===== src/rtl/instr_sequencer.sv =====
module instr_sequencer #(
  parameter int AW  = 12,
  parameter int DW  = 16,
  parameter int SCW = 4
) (
  input  logic                 clk,
  input  logic                 rst_n,
  input  logic                 halt,
  input  logic                 fgi,
  input  logic                 fgo,
  input  logic                 sc_clr,
  input  logic                 ien_set,
  input  logic                 ien_clr,
  input  logic [DW-1:0]        mem_rdata,
  output logic [AW-1:0]        mem_addr,
  output logic [DW-1:0]        mem_wdata,
  output logic                 mem_we,
  output logic [AW-1:0]        pc,
  output logic [AW-1:0]        ar,
  output logic [DW-1:0]        ir,
  output logic [DW-1:0]        tr,
  output logic                 i_flag,
  output logic                 r_flag,
  output logic                 ien,
  output logic [(1<<SCW)-1:0] t,
  output logic [7:0]           d,
  output logic                 exec_mr,
  output logic                 exec_rr,
  output logic                 exec_io
);
  localparam int NT = 1 << SCW;

  logic [SCW-1:0] sc;
  logic           halted;
  logic           run;
  logic           arm;

  assign run       = !(halt || halted);
  assign t         = NT'(1) << sc;
  assign d         = 8'(1) << ir[DW-2 -: 3];
  assign mem_addr  = ar;
  assign mem_wdata = tr;
  assign mem_we    = run && r_flag && t[1];
  assign exec_mr   = !d[7] && (sc >= SCW'(4));
  assign exec_rr   = d[7] && !i_flag && t[3];
  assign exec_io   = d[7] && i_flag && t[3];
  assign arm       = ien && (fgi || fgo) && !(t[0] || t[1] || t[2]);

  always_ff @(posedge clk or negedge rst_n) begin
    if (!rst_n) begin
      halted <= 1'b0;
    end else if (halt) begin
      halted <= 1'b1;
    end
  end

  always_ff @(posedge clk or negedge rst_n) begin
    if (!rst_n) begin
      sc     <= '0;
      pc     <= '0;
      ar     <= '0;
      ir     <= '0;
      tr     <= '0;
      i_flag <= 1'b0;
      r_flag <= 1'b0;
      ien    <= 1'b0;
    end else if (run) begin
      if (sc_clr || (r_flag && t[2])) sc <= '0;
      else                            sc <= sc + SCW'(1);

      if (!r_flag) begin
        if (t[0]) ar <= pc;
        if (t[1]) begin
          ir <= mem_rdata;
          pc <= pc + AW'(1);
        end
        if (t[2]) begin
          ar     <= ir[AW-1:0];
          i_flag <= ir[DW-1];
        end
        if (t[3] && !d[7] && i_flag) ar <= mem_rdata[AW-1:0];
      end else begin
        if (t[0]) begin
          ar <= '0;
          tr <= DW'(pc);
        end
        if (t[1]) pc <= '0;
        if (t[2]) begin
          pc     <= pc + AW'(1);
          r_flag <= 1'b0;
        end
      end

      if (arm) r_flag <= 1'b1;

      if (r_flag && t[2]) ien <= 1'b0;
      else if (ien_clr)   ien <= 1'b0;
      else if (ien_set)   ien <= 1'b1;
    end
  end
endmodule


===== config.mk =====
export PLATFORM = sky130hd
export DESIGN_NAME = instr_sequencer
export DESIGN_NICKNAME = d
export VERILOG_FILES = /design/src/rtl/instr_sequencer.sv
export SDC_FILE = /design/constraint.sdc
export NUM_CORES = 1
export LEC_CHECK = 0
export BUFFER_PORTS_ARGS = -buffer_cell sky130_fd_sc_hd__buf_2
export CELL_PAD_IN_SITES_DETAIL_PLACEMENT = 0
export CELL_PAD_IN_SITES_GLOBAL_PLACEMENT = 2
export CORE_UTILIZATION = 29
export CTS_BUF_LIST = sky130_fd_sc_hd__clkbuf_2
export CTS_CLUSTER_DIAMETER = 60
export DETAILED_ROUTE_END_ITERATION = 7
export PLACE_DENSITY = 0.8
export SYNTH_ARGS = -nofsm -noshare
export SYNTH_HDL_FRONTEND = slang
export SYNTH_SLANG_ARGS = --single-unit

===== constraint.sdc =====
create_clock -name clk -period 2.3 [get_ports clk]
set_input_delay 0.115 -clock clk [delete_from_list [all_inputs] [get_ports clk]]
set_output_delay 0.115 -clock clk [all_outputs]
set_load 0.01 [all_outputs]

## Yosys cells after proc, flatten, opt, wreduce, memory -nomap -nowiden

Cells that the tools add are included.

| storage, ports and cells | value |
|---|---|
| word-level logic and storage cells | 64 |
| input port bits | 24 |
| flip-flop bits (word level) | 60 |
| output and inout bits | 115 |

| cells by class | value |
|---|---|
| bitwise gates (word level) | 2 |
| muxes and demuxes | 16 |
| $add $sub $neg | 2 |
| order comparisons | 1 |
| reductions and logical operators | 31 |
| equality and inequality tests | 1 |
| shift-type cells | 2 |

Operator list:

| cell | number |
|---|---|
| 2-to-1 mux 12 bit | 9 |
| left shift 1 x 4 -> 16 bit (first input constant) | 1 |
| AND reduction 3 bit | 5 |
| adder 12 x 1 -> 12 bit (second input constant) | 1 |
| logical AND 1 bit | 12 |
| left shift 1 x 3 -> 8 bit (first input constant) | 1 |
| 2-to-1 mux 1 bit | 6 |
| nonzero test 3 bit | 2 |
| logical OR 1 bit | 5 |
| adder 4 x 1 -> 4 bit (second input constant) | 1 |
| greater-or-equal comparator 4 x 3 -> 1 bit (second input constant) | 1 |
| zero test 1 bit | 4 |
| 2-to-1 mux 4 bit | 1 |
| nonzero test 2 bit | 2 |
| inequality test 2 x 1 -> 1 bit (second input constant) | 1 |
| inverter 1 bit | 2 |
| AND reduction 2 bit | 1 |

## Depth between registers and ports, before layout

Gate-level depths: netlist of run 1.

| logic depth | value |
|---|---|
| depth in word-level cells | 6 |
| gate-level depth with buffers | 8 |
| mapped depth without buffers | 7 |

## Least setup slack after synthesis of run 1

OpenSTA, ideal clock, no wires.

| timing path | value |
|---|---|
| path kind | register to register |
| from | reg sc[2] |
| to | reg ar[11] |
| data arrival time | 1912 ps |
| cell stages (with the launch flop) | 9 |
| library setup time | 122 ps |
| period minus slack after synthesis | 2033 ps |
| path buffers | 2 |
| required time | 2178 ps |
| slack | 267 ps |
| path through | dfrtp_1 > buf_4 > inv_1 > ha_1 > nor2b_2 > nand3_1 > clkbuf_1 > or2_2 > a32o_1 |

| on the way | value |
|---|---|
| word-level cells in the longest chain between the ends | 5 |
| elaborated cells on any way between the ends | 9 |
| classes of those cells | eq/ne (1); shift (1); mux (3); reduce/logical (4) |

RTL lines:

| item | line | text |
|---|---|---|
| start: declaration | 33 | `logic [SCW-1:0] sc;` |
| start signal: assignment | 69 | `else sc <= sc + SCW'(1);` |
| left shift 1 x 4 -> 16 bit (*) | 39 | `assign t = NT'(1) << sc;` |
| named net t[3] | 25 | `output logic [(1<<SCW)-1:0] t,` |
| logical AND 1 bit (*) (2 in a row) | 81 | `if (t[3] && !d[7] && i_flag) ar <= mem_rdata[AW-1:0];` |
| nonzero test 3 bit (no source line) / 2-to-1 mux 12 bit (equally long branches) | n/a |  |
| AND reduction 3 bit (no source line) / 2-to-1 mux 12 bit (equally long branches) | n/a |  |
| end signal: assignment | 72 | `if (t[0]) ar <= pc;` |
| end signal: assignment | 78 | `ar <= ir[AW-1:0];` |
| end signal: assignment | 81 |  |
| end: declaration | 19 | `output logic [AW-1:0] ar,` |

Mark *: on every way through the listed nets, which the timed path passes. The rest lies on a longest branch.
A chain may end at the register's enable or synchronous reset.

## Worst setup path after layout of run 1

| timing path | value |
|---|---|
| from | reg sc[0] |
| to | reg ien |

| on the way | value |
|---|---|
| word-level cells in the longest chain between the ends | 4 |
| elaborated cells on any way between the ends | 5 |
| classes of those cells | shift (1); mux (1); reduce/logical (3) |

RTL lines:

| item | line | text |
|---|---|---|
| left shift 1 x 4 -> 16 bit (*) | 39 |  |
| logical AND 1 bit (*) | 96 | `if (r_flag && t[2]) ien <= 1'b0;` |
| nonzero test 3 bit (no source line) | n/a |  |
| AND reduction 2 bit (no source line) | n/a |  |
| end signal: assignment | 96 |  |
| end signal: assignment | 97 | `else if (ien_clr) ien <= 1'b0;` |
| end signal: assignment | 98 | `else if (ien_set) ien <= 1'b1;` |
| end: declaration | 24 | `output logic ien,` |

Every way passes the cells marked *; elsewhere a longest branch is shown, timed or not.

==> flow_summary_export.csv, run 1 <==
group,metric,value,unit
synthesis,synthDistinctLibCells,47,
drt,drc,0,
clock_tree,insertion_delay,0.51,ns
pwr,ir_drop,205,uV
cells_and_area,layout_commonest_cell,"buf_2",
cells_and_area,n_antenna_cell,0,
timing,slew_headroom,63.6,%
global_route,globalRouteOverflowTotal,0,
drt,vias,2860,
timing,rsz0062_at_grt,"false",
floorplan,die_area,11900,um^2
timing,fin_crit_sh,96.6,%
cells_and_area,utilization,39.6,%
floorplan,fp.coreArea,11000,um^2
timing,drv_slew,0,
clock_tree,clockRootBuffer,"clkbuf_2",
pwr,p_leak,2.43,nW
cells_and_area,most-common-layout-cells,"buf_2 (130), dfrtp_1 (59), mux2_2 (28), nand2_1 (24), dlygate4sd3_1 (23)",
cells_and_area,fin_nets,486,
floorplan,start_util,30.3,%
synthesis,async_reset_ff_share,100,%
global_route,grt_usage,16.1,%
drt,vias_per_cell,4.77,
clock_tree,cts_tree,"done",
timing,worst_pin_slew,0.546,ns
floorplan,rows,38,
worst_setup_path,critical_path.max_fanout,22,
pwr,pwr_density_cell,470,nW/um^2
drt,dr.first_iter.drc_count,96,
cells_and_area,final_cells,600,
synthesis,ys_warn_count,0,
floorplan,chipWidth,109,um
drt,wire_per_inst,15.3,um
run_status,status,"complete, no violations",
pwr,p_total,2.05,mW
timing,setup_violations,0,
worst_setup_path,crit_type,"flip-flop to flip-flop",
synthesis,avgSynthCellArea,10.5,um^2
cells_and_area,drive_gt1_share,45.7,%
placement,gp_congestion,0.787,
synthesis,synth_area,3340,um^2
synthesis,yosysSeqAreaShare,45.0,%
flow_run,cap_violations,0,
clock_tree,cts_buffer_depth,2,
floorplan,io_pins,139,
global_route,grt_max_degree,25,
clock_tree,h-tree-depth,3,
synthesis,synth_seq_cells,60,
drt,antenna_left,0,
synthesis,synth_ff_type,"dfrtp_1",
synthesis,synthCells,318,
placement,dp_cells,558,
worst_setup_path,cp.arrival,2.61,ns
clock_tree,clock-sinks,60,
worst_setup_path,worstPathRequired,2.68,ns
placement,dp_hpwl,6.54,mm
timing,max_freq,0.450,GHz
timing,hold_ws,0.0942,ns
timing,finalHoldViolCount,0,
timing,setup_tns,0,ns
clock_tree,cts_made_buffers,9,
worst_setup_path,cp-end-kind,"flip-flop",
cells_and_area,area_delta_synth_final,30.7,%
clock_tree,clk_pin_slew,0.21,ns
placement,io_buffers,130,
drt,first_pass_iters,5,
timing,fin_crit,2.22,ns
floorplan,die_h,109,um
global_route,grt_pass1_wl,14.7,mm
worst_hold_path,hold_path.class,"input port to asynchronous set/reset pin",
worst_setup_path,start_kind,"flip-flop",
timing,fin_skew,0.0427,ns
global_route,antenna_found_initial,0,
drt,wl,9.20,mm
synthesis,synth_edf_count,0,
global_route,grt_pass1_vias,2895,
## state kept, by name, summed over array words and instances (netlist names)
| register | flops |
|---|---|
| pc | 12 |
| r_flag | 1 |
| ien | 1 |
| mem_wdata | 12 |
| halted | 1 |
| ir | 16 |
| sc | 4 |
| i_flag | 1 |
| ar | 12 |
## per-layer routing
layer  wire length (um)  GRT usage, %
met1               4140          20.7
met2               4370          26.4
met3                583          4.33
met4                108          4.95
met5                  0             0
## report_power, final
| part | switching (mW) | leakage [nW] | internal [mW] |
|---|---|---|---|
| clock | 0.407 | 0.0733 | 0.256 |
| combinational | 0.158 | 1.53 | 0.137 |
| sequential | 0.0231 | 0.819 | 1.07 |
| total | 0.588 | 2.43 | 1.46 |
## cell usage after synthesis, types with 2 or more instances
library cell	n	area share, %
nor2b_1	3	0.56
and3_1	6	1.1
nor3b_1	3	0.67
or3_1	4	0.75
nand4_1	3	0.56
ha_1	7	2.6
xor2_1	2	0.52
mux2i_1	11	3.3
buf_2	7	1.0
nor2_1	12	1.3
nor3_1	2	0.30
or4_1	4	0.90
o21ai_0	11	1.6
inv_1	6	0.67
a21o_1	2	0.45
nand2_1	24	2.7
clkbuf_1	8	0.90
buf_4	33	7.4
dfrtp_1	60	45
mux2_2	28	9.4
o211ai_1	2	0.45
and3b_1	2	0.52
o31ai_1	5	1.1
a32o_1	12	3.6
and2_1	9	1.7
nand3_1	10	1.5
a21oi_1	12	1.8
or2_2	11	2.1
## per-stage QoR
step           setup slack (ns)  cell area [um^2]
5_1_grt                 0.00299              4360
2_1_floorplan             0.267              3360
4_1_cts                  0.0580              4340
3_5_place_dp              0.157              3990
6_report                 0.0785              4360
3_3_place_gp              0.190              3990
## logic make-up (layout without fill, tap and decap cells)
| group | count (synthesis) | after routing | synth area share [%] |
|---|---|---|---|
| flip-flops | 60 | 60 | 45.0 |
| XOR/XNOR | 2 | 2 | 0.525 |
| AO/OA/AOI/OAI | 51 | 51 | 10.9 |
| other | 1 | 8 | 0.112 |
| buffers and inverters | 56 | 191 | 10.3 |
| multiplexers | 39 | 39 | 12.7 |
| adder cells (fa/ha/maj) | 7 | 7 | 2.62 |
| AND/OR/NAND/NOR | 102 | 102 | 17.8 |
## layout make-up
cell class,count,area [um^2]
flip-flops and latches,60,1500
well taps,140,175
inverters,8,30.0
clock buffers,11,55.1
fillers,1129,6670
clock inverters,5,52.6
multi-input cells,209,1540
repair buffers,167,1010
## path summary, 6_finish.rpt
path,slack (ns),depth (start not counted),end,from
min in group clk,0.39,3,ir[13]$_DFFE_PN0P_,mem_rdata[13]
worst min register to register,0.53,2,mem_wdata[7]$_DFFE_PN0P_,mem_wdata[7]$_DFFE_PN0P_
worst max register to register,0.08,7,ien$_DFFE_PN0P_,sc[0]$_DFFE_PN0P_
worst min-delay path,0.09,2,mem_wdata[0]$_DFFE_PN0P_,rst_n
max in group asynchronous,1.44,3,ir[2]$_DFFE_PN0P_,rst_n
worst max-delay path,0.08,7,ien$_DFFE_PN0P_,sc[0]$_DFFE_PN0P_
## repair_timing
item	4_1_cts	5_1_grt
hold buffers	23	0
resized for setup	2	3
hold endpoints to repair	57	0
setup buffers	2	1
setup endpoints to repair	1	5
## worst max-delay path, stage by stage, from the launching register on
cell	delay (ns)
dfrtp_2	0.51
inv_1	0.12
ha_2	0.25
nor3b_4	0.27
buf_12	0.22
a21o_1	0.13
a21oi_1	0.05
dlygate4sd3_1	0.55
Note: power is estimated with default switching activity, not from simulation.
==> run 2: changes to the inputs <==
--- a/config.mk
+++ b/config.mk
@@ -12,7 +12,7 @@
 export CTS_BUF_LIST = sky130_fd_sc_hd__clkbuf_2
 export CTS_CLUSTER_DIAMETER = 60
 export DETAILED_ROUTE_END_ITERATION = 7
-export PLACE_DENSITY = 0.8
+export PLACE_DENSITY_LB_ADDON = 0.3
 export SYNTH_ARGS = -nofsm -noshare
 export SYNTH_HDL_FRONTEND = slang
 export SYNTH_SLANG_ARGS = --single-unit
==> flow_summary_export.csv, run 2 (synthesis results as in run 1) <==
group,metric,value,unit
clock_tree,clockRootBuffer,"clkbuf_2",
floorplan,die_area,11900,um^2
cells_and_area,multi_input_area,1540,um^2
floorplan,rows,38,
global_route,grt_usage,15.7,%
cells_and_area,regMostFlops,"ir",
worst_setup_path,critical_path.max_fanout,6,
timing,fin_crit_sh,97.7,%
global_route,globalRouteOverflowTotal,0,
timing,rsz0062_at_grt,"true",
timing,drv_slew,0,
worst_hold_path,hold_path.class,"input port to flip-flop",
cells_and_area,most-common-layout-cells,"buf_2 (130), dfrtp_1 (60), mux2_2 (28), nand2_1 (24), dlygate4sd3_1 (21)",
global_route,antenna_found_initial,0,
timing,worst_pin_slew,0.758,ns
pwr,p_leak,2.41,nW
global_route,grt_pass1_wl,14.1,mm
clock_tree,cts_made_buffers,9,
drt,first_pass_iters,4,
drt,wire_per_inst,14.9,um
worst_setup_path,cp.arrival,2.13,ns
pwr,pwr_density_cell,477,nW/um^2
placement,io_buffers,130,
drt,vias,2840,
placement,gp_congestion,0.794,
worst_setup_path,slowest_delay,0.46,ns
timing,slew_headroom,49.5,%
clock_tree,cts_tree,"done",
cells_and_area,largest_register_ff_count,16,
worst_setup_path,worstPathRequired,2.18,ns
cells_and_area,regArea,1500,um^2
worst_setup_path,critPathSlowestCell,"dfrtp_1",
floorplan,chipWidth,109,um
clock_tree,insertion_delay,0.51,ns
clock_tree,clk_pin_slew,0.17,ns
cells_and_area,fin_nets,481,
clock_tree,cts_setup_buffers,0,
worst_setup_path,cp-end-kind,"output port",
timing,max_freq,0.445,GHz
cells_and_area,area_delta_synth_final,30.0,%
pwr,ir_drop,267,uV
floorplan,io_pins,139,
flow_run,cap_violations,0,
timing,setup_violations,0,
global_route,grt_pass1_vias,2765,
timing,finalHoldViolCount,0,
timing,fin_crit,2.25,ns
worst_setup_path,start_kind,"flip-flop",
timing,fin_skew,0.0234,ns
drt,antenna_left,0,
placement,dp_hpwl,6.31,mm
timing,hold_ws,0.0820,ns
worst_setup_path,worstPathCellList,"inv_1 -> ha_2 -> or3b_4 -> inv_2 -> and3_1 -> buf_2",
floorplan,die_h,109,um
worst_setup_path,critPathTopFamily,"simple AND/OR/NAND/NOR gates",
cells_and_area,layout_commonest_cell,"buf_2",
worst_setup_path,crit_type,"flip-flop to output port",
floorplan,start_util,30.3,%
global_route,grt_max_degree,32,
run_status,status,"complete, no violations",
cells_and_area,num-fill-cells,1142,
clock_tree,h-tree-depth,3,
pwr,p_total,2.07,mW
cells_and_area,n_antenna_cell,0,
clock_tree,cts_buffer_depth,2,
floorplan,fp.coreArea,11000,um^2
drt,vias_per_cell,4.77,
drt,dr.first_iter.drc_count,47,
worst_setup_path,path_buf_inv,3,
cells_and_area,drive_gt1_share,45.5,%
drt,drc,0,
drt,wl,8.87,mm
clock_tree,clock-sinks,60,
[run 2: what timing repair did]
item	in CTS	in global routing
gates cloned	0	0
endpoints found under the hold margin	64	0
setup endpoints to repair	2	15
hold buffers	21	0
gates resized for setup	3	2
[run 2: path summary, 6_finish.rpt]
path,cells past startpoint,end,slack (ns),from
max,6,mem_we,0.05,sc[1]$_DFFE_PN0P_
min reg2reg,2,mem_wdata[7]$_DFFE_PN0P_,0.54,mem_wdata[7]$_DFFE_PN0P_
max in group asynchronous,3,sc[1]$_DFFE_PN0P_,1.47,rst_n
min,5,r_flag$_DFFE_PN0P_,0.08,fgi
min in group asynchronous,2,mem_wdata[9]$_DFFE_PN0P_,0.17,rst_n
max reg2reg,7,ien$_DFFE_PN0P_,0.06,sc[0]$_DFFE_PN0P_
[run 2: metrics by stage]
| stage | setup TNS, ns | utilization, % | cell area [um^2] | setup WS [ns] | std cells |
|---|---|---|---|---|---|
| after floorplan | 0 | - | 3360 | 0.267 | 325 |
| after global placement | 0 | 36.2 | 3990 | 0.139 | 558 |
| after detailed placement | 0 | 36.2 | 3990 | 0.0337 | 558 |
| after CTS | -0.0118 | 39.3 | 4330 | -0.00990 | 595 |
| after global routing | -0.335 | 39.3 | 4340 | -0.132 | 595 |
| final | 0 | 39.3 | 4340 | 0.0528 | 595 |
[run 2: area by class of cell]
| class | instances | share of cell area [%] |
|---|---|---|
| clock buffer | 9 | 1.04 |
| tap | 140 | 4.04 |
| multi-input combinational | 209 | 35.4 |
| timing repair buffer | 162 | 22.5 |
| clock inverter | 7 | 1.76 |
| inverter | 8 | 0.692 |
| sequential | 60 | 34.6 |
[run 2: routing by layer]
| layer | track usage [%] | share of wire, % |
|---|---|---|
| met5 | 0 | 0 |
| met1 | 19.3 | 45 |
| met3 | 5.16 | 6.0 |
| met4 | 4.38 | 0.68 |
| met2 | 26.3 | 49 |
[run 2: power by group]
group	internal, mW	total (mW)	leakage, nW	switching, mW
logic	0.125	0.281	1.52	0.155
clock network	0.255	0.695	0.0685	0.439
registers	1.07	1.09	0.821	0.0213
total	1.45	2.07	2.41	0.616
[run 2: worst reg2reg max path, cell delays in order, from the launching register on]
cell,delay [ns]
dfrtp_1,0.49
inv_1,0.11
ha_1,0.29
nor3b_4,0.29
buf_8,0.25
a21o_1,0.14
a21oi_1,0.05
dlygate4sd3_1,0.55
==> run 3: changes to the inputs <==
--- a/config.mk
+++ b/config.mk
@@ -9,7 +9,6 @@
 export CELL_PAD_IN_SITES_DETAIL_PLACEMENT = 0
 export CELL_PAD_IN_SITES_GLOBAL_PLACEMENT = 2
 export CORE_UTILIZATION = 29
-export CTS_BUF_LIST = sky130_fd_sc_hd__clkbuf_2
 export CTS_CLUSTER_DIAMETER = 60
 export DETAILED_ROUTE_END_ITERATION = 7
 export PLACE_DENSITY_LB_ADDON = 0.3
==> flow_summary_export.csv, run 3 (synthesis results as in run 1) <==
group,metric,value,unit
timing,setup_tns,0,ns
run_status,status,"complete, no violations",
clock_tree,clk_pin_slew,0.06,ns
worst_setup_path,r2r_end,"ar[11]$_DFFE_PN0P_",
drt,first_pass_iters,4,
floorplan,io_pins,139,
pwr,seq_power_share,40.6,%
timing,worst_pin_slew,0.771,ns
worst_setup_path,worstPathCellList,"ha_1 -> ha_1 -> nor2b_2 -> a311oi_2 -> a211o_1 -> a32o_1",
placement,dp_cells,558,
global_route,grt_pass1_wl,13.9,mm
drt,vias,2779,
worst_hold_path,hold_path.class,"input port to flip-flop",
cells_and_area,area_delta_synth_final,29.2,%
worst_setup_path,slowest_delay,0.45,ns
pwr,clkPwrFrac,50.2,%
cells_and_area,num-fill-cells,1142,
cells_and_area,regMostFlops,"ir",
floorplan,start_util,30.3,%
floorplan,fp.coreArea,11000,um^2
clock_tree,cts_made_buffers,9,
cells_and_area,largest_register_ff_count,16,
floorplan,die_h,109,um
placement,io_buffers,130,
worst_setup_path,start_kind,"flip-flop",
worst_setup_path,critPathTopFamily,"compound AO/OA/AOI/OAI gates",
worst_setup_path,worst-path-stages,6,
pwr,p_int,2.01,mW
drt,wl,8.78,mm
placement,gp_congestion,0.794,
pwr,pwr_density_cell,625,nW/um^2
pwr,p_sw_share,25.3,%
worst_setup_path,critPathSlowestCell,"a211o_1",
clock_tree,insertion_delay,0.33,ns
flow_run,cap_violations,0,
drt,dr.first_iter.drc_count,53,
timing,hold_ws,0.0189,ns
worst_setup_path,endpoint,"ar[11]$_DFFE_PN0P_",
worst_setup_path,crit_top_cell,"ha_1",
clock_tree,cts_tree,"done",
worst_setup_path,reg2reg_depth,6,
cells_and_area,layout_commonest_cell,"buf_2",
cells_and_area,drive_gt1_share,47.1,%
worst_setup_path,worstPathRequired,2.56,ns
global_route,globalRouteOverflowTotal,0,
clock_tree,clockRootBuffer,"clkbuf_16",
placement,dp_hpwl,6.31,mm
timing,fin_crit,2.16,ns
drt,wire_per_inst,15.3,um
worst_setup_path,r2r-start,"sc[0]$_DFFE_PN0P_",
worst_setup_path,r2r_setup_slack,0.14,ns
floorplan,rows,38,
cells_and_area,fin_nets,461,
global_route,grt_max_degree,32,
clock_tree,cts_buffer_depth,2,
cells_and_area,n_antenna_cell,0,
clock_tree,h-tree-depth,3,
drt,vias_per_cell,4.83,
cells_and_area,most-common-layout-cells,"buf_2 (130), dfrtp_1 (60), mux2_2 (28), nand2_1 (24)",
worst_setup_path,crit_start,"sc[0]$_DFFE_PN0P_",
pwr,combPwrFrac,9.2,%
worst_setup_path,cp.arrival,2.42,ns
drt,antenna_left,0,
worst_setup_path,path_buf_inv,0,
cells_and_area,final_cells,575,
floorplan,die_area,11900,um^2
drt,drc,0,
timing,drv_slew,0,
timing,max_freq,0.463,GHz
worst_setup_path,crit_type,"flip-flop to flip-flop",
global_route,grt_usage,15.4,%
timing,setup_ws,0.138,ns
timing,finalHoldViolCount,0,
timing,slew_headroom,48.6,%
floorplan,chipWidth,109,um
timing,setup_violations,0,
worst_setup_path,cp-end-kind,"flip-flop",
timing,fin_skew,0.00460,ns
clock_tree,clock-sinks,60,
pwr,p_leak,2.39,nW
placement,pre_cts_slack,0.0337,ns
timing,fin_crit_sh,94.0,%
worst_setup_path,critical_path.max_fanout,12,
pwr,ir_drop,238,uV
timing,rsz0062_at_grt,"false",
global_route,antenna_found_initial,0,
pwr,switchingPower,683,uW
global_route,grt_pass1_vias,2696,
[run 3: how the worst min path moves through the flow]
stage	start	endpoint	slack [ns]	depth (start not counted)
floorplan	rst_n	ar[0]$_DFFE_PN0P_	-0.18	0
global placement	rst_n	mem_wdata[9]$_DFFE_PN0P_	0.22	1
detailed placement	rst_n	mem_wdata[9]$_DFFE_PN0P_	0.23	1
CTS	mem_rdata[15]	ir[15]$_DFFE_PN0P_	0.007	2
global route	mem_rdata[15]	ir[15]$_DFFE_PN0P_	0.02	2
finish	mem_rdata[15]	ir[15]$_DFFE_PN0P_	0.02	2
[run 3: stage by stage]
step / utilization [%] / total power [mW] / area, um^2
global route: 39.1 / 2.81 / 4310
global placement: 36.2 / 1.36 / 3990
detailed placement: 36.2 / 1.36 / 3990
finish: 39.1 / 2.70 / 4310
floorplan: - / 1.25 / 3360
CTS: 39.0 / 2.74 / 4300
[run 3: power groups by stage]
| stage | combinational [mW] | clock [mW] | sequential (mW) |
|---|---|---|---|
| 2_1_floorplan | 0.139 | 0 | 1.11 |
| 3_3_place_gp | 0.246 | 0 | 1.11 |
| 3_5_place_dp | 0.248 | 0 | 1.11 |
| 4_1_cts | 0.250 | 1.39 | 1.09 |
| 5_1_grt | 0.280 | 1.43 | 1.10 |
| 6_report | 0.249 | 1.35 | 1.09 |
[run 3: layout make-up]
cell class	count	area [um^2]	share of cell area, %
inverters	8	30.0	0.696
clock buffers	9	225	5.22
well taps	140	175	4.06
multi-input cells	209	1530	35.5
clock inverters	7	76.3	1.77
flip-flops and latches	60	1500	34.8
repair buffers	142	772	17.9
[run 3: what timing repair did]
item                                    CTS  global route
endpoints found under the hold margin    30             0
endpoints found under the setup margin    0            12
setup buffers                             0             0
gates resized for setup                   0             2
hold buffers                              1             0
[run 3: layer usage]
metal	vias up	global-route usage [%]	routed length, um
met3	9	4.03	546
met4	0	5.81	90
li1	1315	-	-
met2	97	25.3	4190
met1	1358	19.3	3950
met5	-	0	0
